File: config.mk
export PLATFORM = sky130hd
export DESIGN_NAME = reset_supervisor
export DESIGN_NICKNAME = d
export VERILOG_FILES = /design/src/rtl/rsv_pkg.sv /design/src/rtl/rsv_sync.sv /design/src/rtl/rsv_req_filter.sv /design/src/rtl/rsv_pwr_recover.sv /design/src/rtl/reset_supervisor.sv
export SDC_FILE = /design/constraint.sdc
export NUM_CORES = 1
export LEC_CHECK = 0
export CORE_ASPECT_RATIO = 0.7
export CORE_MARGIN = 2
export CORE_UTILIZATION = 25
export CTS_BUF_LIST = sky130_fd_sc_hd__clkbuf_4
export CTS_CLUSTER_DIAMETER = 30
export DETAILED_ROUTE_END_ITERATION = 12
export SLEW_MARGIN = 20
export SYNTH_ARGS = -nofsm -noshare
export SYNTH_HDL_FRONTEND = slang
export SYNTH_SLANG_ARGS = --single-unit
File: constraint.sdc
create_clock -name clk -period 3.5 [get_ports clk]
set_input_delay 0.35 -clock clk [delete_from_list [all_inputs] [get_ports clk]]
set_output_delay 0.35 -clock clk [all_outputs]
set_load 0.005 [all_outputs]
File: src/rtl/rsv_pkg.sv
package rsv_pkg;
  typedef enum logic [1:0] {
    PIN_IDLE    = 2'd0,
    PIN_HOLD    = 2'd1,
    PIN_RELEASE = 2'd2
  } pin_state_t;

  typedef struct packed {
    logic       wd_steer;
    logic [4:0] wd_mult;
    logic [1:0] wd_res;
    logic       alarm_en;
    logic       batt_alarm_en;
    logic       write_hold;
    logic       read_hold;
    logic       freq_test;
  } cfg_bits_t;

  localparam int unsigned CFG_BITS = $bits(cfg_bits_t);

  function automatic int unsigned cnt_width(input int unsigned limit);
    return (limit < 2) ? 1 : $clog2(limit);
  endfunction

  function automatic logic last_tick(input int unsigned count,
                                     input int unsigned limit);
    return (count + 1) >= limit;
  endfunction
endpackage

File: src/rtl/rsv_sync.sv
module rsv_sync #(
  parameter int unsigned STAGES  = 2,
  parameter logic        IDLE_LV = 1'b1
) (
  input  logic clk,
  input  logic rst_n,
  input  logic d,
  output logic q
);
  logic [STAGES-1:0] chain;

  generate
    for (genvar i = 0; i < STAGES; i++) begin : g_stage
      if (i == 0) begin : g_first
        always_ff @(posedge clk or negedge rst_n) begin
          if (!rst_n) chain[0] <= IDLE_LV;
          else        chain[0] <= d;
        end
      end else begin : g_next
        always_ff @(posedge clk or negedge rst_n) begin
          if (!rst_n) chain[i] <= IDLE_LV;
          else        chain[i] <= chain[i-1];
        end
      end
    end
  endgenerate

  assign q = chain[STAGES-1];
endmodule

File: src/rtl/rsv_req_filter.sv
module rsv_req_filter
  import rsv_pkg::*;
#(
  parameter int unsigned ASSERT_MS  = 50,
  parameter int unsigned RELEASE_MS = 100
) (
  input  logic clk,
  input  logic rst_n,
  input  logic tick,
  input  logic req_sync,
  output logic pin_hold
);
  localparam int unsigned MAXLIM = (ASSERT_MS > RELEASE_MS) ? ASSERT_MS : RELEASE_MS;
  localparam int unsigned CW     = cnt_width(MAXLIM);

  pin_state_t    state_q, state_d;
  logic [CW-1:0] cnt_q, cnt_d;

  always_comb begin
    state_d = state_q;
    cnt_d   = cnt_q;
    unique case (state_q)
      PIN_IDLE: begin
        if (req_sync) begin
          cnt_d = '0;
        end else if (tick) begin
          if (last_tick(32'(cnt_q), ASSERT_MS)) begin
            state_d = PIN_HOLD;
            cnt_d   = '0;
          end else begin
            cnt_d = cnt_q + 1'b1;
          end
        end
      end
      PIN_HOLD: begin
        cnt_d = '0;
        if (req_sync) state_d = PIN_RELEASE;
      end
      PIN_RELEASE: begin
        if (!req_sync) begin
          state_d = PIN_HOLD;
          cnt_d   = '0;
        end else if (tick) begin
          if (last_tick(32'(cnt_q), RELEASE_MS)) begin
            state_d = PIN_IDLE;
            cnt_d   = '0;
          end else begin
            cnt_d = cnt_q + 1'b1;
          end
        end
      end
      default: begin
        state_d = PIN_IDLE;
        cnt_d   = '0;
      end
    endcase
  end

  always_ff @(posedge clk or negedge rst_n) begin
    if (!rst_n) begin
      state_q <= PIN_IDLE;
      cnt_q   <= '0;
    end else begin
      state_q <= state_d;
      cnt_q   <= cnt_d;
    end
  end

  assign pin_hold = (state_q != PIN_IDLE);
endmodule

File: src/rtl/rsv_pwr_recover.sv
module rsv_pwr_recover
  import rsv_pkg::*;
#(
  parameter int unsigned RECOVER_MS = 200
) (
  input  logic clk,
  input  logic rst_n,
  input  logic tick,
  input  logic pwr_fail,
  output logic pwr_hold
);
  localparam int unsigned CW = cnt_width(RECOVER_MS);

  logic          hold_q;
  logic [CW-1:0] cnt_q;

  always_ff @(posedge clk or negedge rst_n) begin
    if (!rst_n) begin
      hold_q <= 1'b1;
      cnt_q  <= '0;
    end else if (pwr_fail) begin
      hold_q <= 1'b1;
      cnt_q  <= '0;
    end else if (hold_q && tick) begin
      if (last_tick(32'(cnt_q), RECOVER_MS)) begin
        hold_q <= 1'b0;
        cnt_q  <= '0;
      end else begin
        cnt_q <= cnt_q + 1'b1;
      end
    end
  end

  assign pwr_hold = hold_q;
endmodule

File: src/rtl/reset_supervisor.sv
module reset_supervisor
  import rsv_pkg::*;
#(
  parameter int unsigned ASSERT_MS   = 50,
  parameter int unsigned RELEASE_MS  = 100,
  parameter int unsigned RECOVER_MS  = 200,
  parameter int unsigned SYNC_STAGES = 2
) (
  input  logic clk,
  input  logic rst_n,
  input  logic ms_tick,
  input  logic pwr_fail,
  input  logic req_pin_en,
  input  logic req_pin_n,
  output logic rst_drive_en,
  output logic rst_pad_o,
  output logic cfg_clear
);
  logic req_level;
  logic req_sync;
  logic pin_hold;
  logic pwr_hold;
  logic drive_prev_q;

  assign req_level = req_pin_en ? req_pin_n : 1'b1;

  rsv_sync #(
    .STAGES (SYNC_STAGES),
    .IDLE_LV(1'b1)
  ) i_sync (
    .clk  (clk),
    .rst_n(rst_n),
    .d    (req_level),
    .q    (req_sync)
  );

  rsv_req_filter #(
    .ASSERT_MS (ASSERT_MS),
    .RELEASE_MS(RELEASE_MS)
  ) i_filter (
    .clk     (clk),
    .rst_n   (rst_n),
    .tick    (ms_tick),
    .req_sync(req_sync),
    .pin_hold(pin_hold)
  );

  rsv_pwr_recover #(
    .RECOVER_MS(RECOVER_MS)
  ) i_recover (
    .clk     (clk),
    .rst_n   (rst_n),
    .tick    (ms_tick),
    .pwr_fail(pwr_fail),
    .pwr_hold(pwr_hold)
  );

  assign rst_drive_en = pwr_fail | pwr_hold | pin_hold;
  assign rst_pad_o    = 1'b0;

  always_ff @(posedge clk or negedge rst_n) begin
    if (!rst_n) drive_prev_q <= 1'b0;
    else        drive_prev_q <= rst_drive_en;
  end

  assign cfg_clear = rst_drive_en & ~drive_prev_q;
endmodule

Word level (Yosys, flattened, before mapping):

Cells that the tools add are included.

* $add $sub $neg: 4
* order comparisons: 3
* eq/ne operators: 9
* multiplexer cells: 22
* bitwise gates (word level): 4
* reductions and logical operators: 8

Operators by type and width (number)
* 2-to-1 mux 7 bit: 6
* >= comparator 32 x 7 -> 1 bit, second input constant: 1
* >= comparator 32 x 8 -> 1 bit, second input constant: 1
* 2-to-1 mux 8 bit: 3
* 2-to-1 mux 2 bit: 7
* case mux 7 bit (2 select lines): 1
* adder 8 x 1 -> 9 bit, second input constant: 1
* adder 7 x 1 -> 8 bit, second input constant: 1
* adder 8 x 1 -> 8 bit, second input constant: 1
* >= comparator 8 x 6 -> 1 bit, second input constant: 1
* adder 7 x 1 -> 7 bit, second input constant: 1
* inequality test 2 bit, second input constant: 3
* inequality test 3 bit, second input constant: 2
* case mux 2 bit (3 select lines): 1
* AND reduction 6 bit: 1
* nonzero test 2 bit: 3
* 2-to-1 mux 1 bit: 4
* AND reduction 2 bit: 2
* inequality test 3 x 2 -> 1 bit, second input constant: 1
* == test 2 x 1 -> 1 bit, second input constant: 1
* == test 2 bit, second input constant: 1
* zero test 2 bit: 1
* inequality test 2 x 1 -> 1 bit, second input constant: 1
* bitwise OR 1 bit: 2
* other kinds (3): 3

* flip-flop bits (word level): 21
* bits of input ports: 6
* output and inout bits: 3
* logic and storage cells: 57

Logic depth before layout (Yosys ltp):

* depth in word-level cells: 6
* depth in mapped cells: 8
* gate-level depth less buffers: 7

Cells and area by module:

Synthesis repeated with hierarchy kept, for this count alone.

* cells, all modules: 172
* area, all modules: 1557.7 µm²

Modules (own cells, without submodules)
* rsv_req_filter: times used 1, cells an instance 90, area each 793.3 µm², seq. area each 225.2 µm²
* rsv_pwr_recover: times used 1, cells an instance 74, area each 644.4 µm², seq. area each 226.5 µm²
* reset_supervisor: times used 1, cells an instance 6, area each 67.6 µm², seq. area each 25.0 µm²
* rsv_sync: times used 1, cells an instance 2, area each 52.6 µm², seq. area each 52.6 µm²

Least setup slack after synthesis:

OpenSTA, ideal clock, no wires.

* path kind: flip-flop to flip-flop
* start point: register i_recover.cnt_q[0]
* end point: register i_recover.cnt_q[5]
* library setup time: 92 ps
* arrival: 1951 ps
* data required time: 3408 ps
* path slack: 1457 ps
* stages on the path, launching flop included: 9
* path buffers: 1
* clock period less this slack: 2043 ps
* cells stage by stage: dfrtp_1 -> ha_1 -> and3_1 -> clkbuf_1 -> nand3b_1 -> a21oi_2 -> o21a_4 -> or3_4 -> o31ai_2

* longest elaborated chain between the ends: 5
* elaborated cells between the ends (all ways): 6
* those cells by class: 2 x add/sub; 1 x order compare; 3 x mux

Ends and longest elaborated chain
* start, declared: RTL line rsv_pwr_recover.sv:15 `logic [CW-1:0] cnt_q;`
* start signal, assigned: RTL line rsv_pwr_recover.sv:29 `cnt_q <= cnt_q + 1'b1;`
* adder 8 x 1 -> 9 bit: RTL line rsv_pkg.sv:27 `return (count + 1) >= limit;`
* >= comparator 32 x 8 -> 1 bit: RTL line rsv_pkg.sv:27
* 2-to-1 mux 8 bit *: RTL line rsv_pwr_recover.sv:25 `if (last_tick(32'(cnt_q), RECOVER_MS)) begin`
* 2-to-1 mux 8 bit *: RTL line rsv_pwr_recover.sv:24 `end else if (hold_q && tick) begin`
* 2-to-1 mux 8 bit *: RTL line rsv_pwr_recover.sv:21 `end else if (pwr_fail) begin`

Mark *: on every way between the ends. The rest lies on a longest branch, timed or not. The select of a mux whose other input is x is not followed.
A chain may end at the register's enable or synchronous reset.

Final worst setup path:

* start point: input port pwr_fail
* end point: output port cfg_clear

* longest elaborated chain between the ends: 3

Ends and longest elaborated chain
* start, declared: RTL line reset_supervisor.sv:12 `input logic pwr_fail,`
* bitwise OR 1 bit (2 in series): RTL line reset_supervisor.sv:58 `assign rst_drive_en = pwr_fail | pwr_hold | pin_hold;`
* bitwise AND 1 bit: RTL line reset_supervisor.sv:66 `assign cfg_clear = rst_drive_en & ~drive_prev_q;`
* end, declared: RTL line reset_supervisor.sv:17 `output logic cfg_clear`

No other way between the ends.

==> impl_metrics.json <==
{
  "ys_ff_latch": 21,
  "worst_slew_margin_rel_pct": 37.3,
  "ys_dominant_reg_cell": "dfrtp_1",
  "htree_num_levels": 1,
  "die_h_um": 68.5,
  "setup_total_negative_slack_ps": 0,
  "synth.cells.most_frequent": "24 x nand2_1, 18 x dfrtp_1, 10 x o21ai_0, 9 x a21oi_1, 9 x nor2_1",
  "detail_route.drc_violations": 0,
  "overflow": 0,
  "synth_enable_flop_cells": 0,
  "setup.worst_path.start_class": "primary input",
  "postLayoutCellArea_um2": 1590,
  "drive_gt1_share_pct": 14.4,
  "period_utilization_pct": 69.9,
  "antenna-diode-count": 0,
  "die_extent_in_x_um": 96.2,
  "post-cts-setup-buffers": 0,
  "worstPathCellList": "clkdlybuf4s50_1 -> or4_1 -> nor2b_1 -> clkdlybuf4s50_1",
  "dominant_cell_by_count_in_the_synthesized_netlist": "nand2_1",
  "timing.critical_path.to_type": "output port",
  "clk_root_buffer_cell": "clkbuf_4",
  "combinationalPowerShare_pct": 35.4,
  "clk-insertion-delay-late_ps": 310,
  "clock_power_share_pct": 16.5,
  "endpoints_failing_hold": 0,
  "rsz0062_at_grt": "no",
  "synth.distinct_cells": 54,
  "run_status": "completed",
  "synth_sequential_area_ratio_pct": 35.6,
  "critPathArrivalTime_ps": 2100,
  "worst_pin_slew_ps": 937,
  "pre_cts_ws_ps": 1050,
  "dp_hpwl_mm": 2.33,
  "portBuffers": 7,
  "setup_viol": 0,
  "floorplan.initialDensity_pct": 26.0,
  "achievable-frequency_mhz": 409,
  "replace_congestion": 0.848,
  "path_common_cell": "clkdlybuf4s50_1",
  "layout.nets": 178,
  "routedWlPerCell_um": 13.1,
  "report.final.slew_viol_count": 0,
  "timing.final.crit_period_ps": 2450,
  "fin_ws_ps": 1050,
  "p_sw_mw": 0.285,
  "hold_buffer_count_at_cts": 0,
  "core_region_area_um2": 5730,
  "power.static_leakage_nw": 0.639,
  "routed_wl_mm": 3.16,
  "netlist_top_cells_area": "dfrtp_1 30%, nand2_1 6.1%, dfstp_2 5.3%, ha_1 3.4%, o21ai_0 3.4%",
  "critical_path.max_stage_delay_ps": 580,
  "reg2reg_depth": 7,
  "vdd_ir_drop_max_mv": 0.168,
  "timing.critical_path.fanout_max": 9,
  "syn-mean-instance-area_um2": 8.95,
  "num_io_pins": 9,
  "syn-instance-count": 166,
  "switching_share_pct": 39.5,
  "drt_first_pass_iters": 4,
  "n_fill_cell": 603,
  "cts_sinks": 21,
  "p_total_mw": 0.720,
  "avgViaCountPerCell": 5.19,
  "clk_path_buf_depth": 2,
  "slowest_stage": "or4_1",
  "dr.first_iter.drc_count": 91,
  "grt_max_degree": 22,
  "intPower_mw": 0.436,
  "power.share.sequential_pct": 48.1,
  "yosysTopAreaCell": "dfrtp_1",
  "grt_first_pass_wirelength_mm": 5.71,
  "grt_antenna_before_repair": 0,
  "rows": 23,
  "fin_hold_ws_ps": 370,
  "floorplan.die_area_um2": 6590,
  "first_global_vias": 1141,
  "final.setup_skew_ps": 9.81,
  "cts.reportedPaths.clkPinSlew_ps": 110,
  "drv_cap": 0,
  "antenna_left": 0,
  "hold_class": "register to register",
  "ctsResizeCount": 0,
  "post_synth_instance_area_um2": 1490,
  "timing.critical_path.required_ps": 3150,
  "globalRouteTotalUtil_pct": 11.1,
  "fraction_of_registers_with_async_set_reset_pct": 100,
  "powerDensity_nw_per_um2": 453,
  "postSynthNetCount": 176,
  "synthToLayoutAreaGrowth_pct": 7.07,
  "min_delay_path_depth": 0,
  "synth_top_area_share_pct": 30.3,
  "via_count": 1257,
  "cts_buffers": 3,
  "cts_tree": "built",
  "yosys_warnings": 0,
  "place_area_um2": 1560,
  "setup.worst_path.class": "primary input to output port"
}
critical path: cells and delay by family:
family,cells,cell delay (ps)
buffers and inverters,2,1000
and+or+nand+nor,2,740
cell families after synthesis:
| logic type | Yosys count | share of synthesized area, % |
|---|---|---|
| other | 1 | 0.252 |
| flip-flops | 21 | 35.6 |
| adder cells (fa/ha/maj) | 4 | 3.37 |
| XOR/XNOR | 2 | 1.68 |
| AO/OA/AOI/OAI | 51 | 25.6 |
| buffers and inverters | 13 | 6.82 |
| AND/OR/NAND/NOR | 74 | 26.7 |
worst paths after layout:
kind | slack, ps | startpoint | to
setup / recovery | 1050 | pwr_fail | cfg_clear
min in group asynchronous | 550 | rst_n | i_recover.cnt_q[3]
setup reg to reg | 1110 | i_filter.cnt_q[0] | i_filter.cnt_q[1]
max in group asynchronous | 2370 | rst_n | i_filter.cnt_q[2]
hold reg to reg | 370 | i_sync.chain[0] | i_sync.q
hold / removal | 370 | i_sync.chain[0] | i_sync.q
state kept, by name, summed over array words and instances, names as in the netlist:
name	cells
i_recover.pwr_hold	1
i_filter.cnt_q	7
i_sync.chain	1
i_recover.cnt_q	8
i_filter.state_q	2
drive_prev_q	1
i_sync.q	1
power by group through the flow:
stage	registers, mW	logic [mW]	clock network (mW)
final	0.346	0.255	0.119
after CTS	0.344	0.257	0.126
after detailed placement	0.348	0.256	0
after floorplan	0.323	0.219	0
after global placement	0.348	0.252	0
after global routing	0.357	0.289	0.139
per-stage QoR:
stage,std cells,utilization [%]
floorplan,166,-
CTS,242,27.8
global placement,238,27.3
finish,242,27.8
global route,242,27.8
detailed placement,238,27.3
layout by cell type (no fill, tap or decap), types with 3 or more instances in the layout:
cell type	n
o211ai_1	4
nor2_1	9
or3_1	4
dfstp_2	3
nand3_1	5
a21o_1	3
nor3_1	6
nand2_1	24
nand2b_1	3
a21oi_1	9
o21ai_0	10
dfrtp_1	18
clkbuf_4	3
ha_1	4
clkdlybuf4s50_1	7
a31oi_1	6
layer usage:
metal / wire length, um / part of all wire, % / track usage, %
met5: 0 / 0 / 0
met4: 27 / 0.85 / 3.75
met3: 132 / 4.2 / 1.74
met2: 1270 / 40 / 15.9
met1: 1730 / 55 / 16.9
final cells by class:
cell class | instances | area [um2] | area share, %
Inverter | 2 | 7.51 | 0.472
Clock inverter | 1 | 5.00 | 0.314
Timing Repair Buffer | 8 | 77.6 | 4.87
Tap cell | 75 | 93.8 | 5.90
Clock buffer | 3 | 22.5 | 1.42
Multi-Input combinational cell | 132 | 856 | 53.8
Sequential cell | 21 | 529 | 33.3
Note: power is estimated with default switching activity, not from simulation.
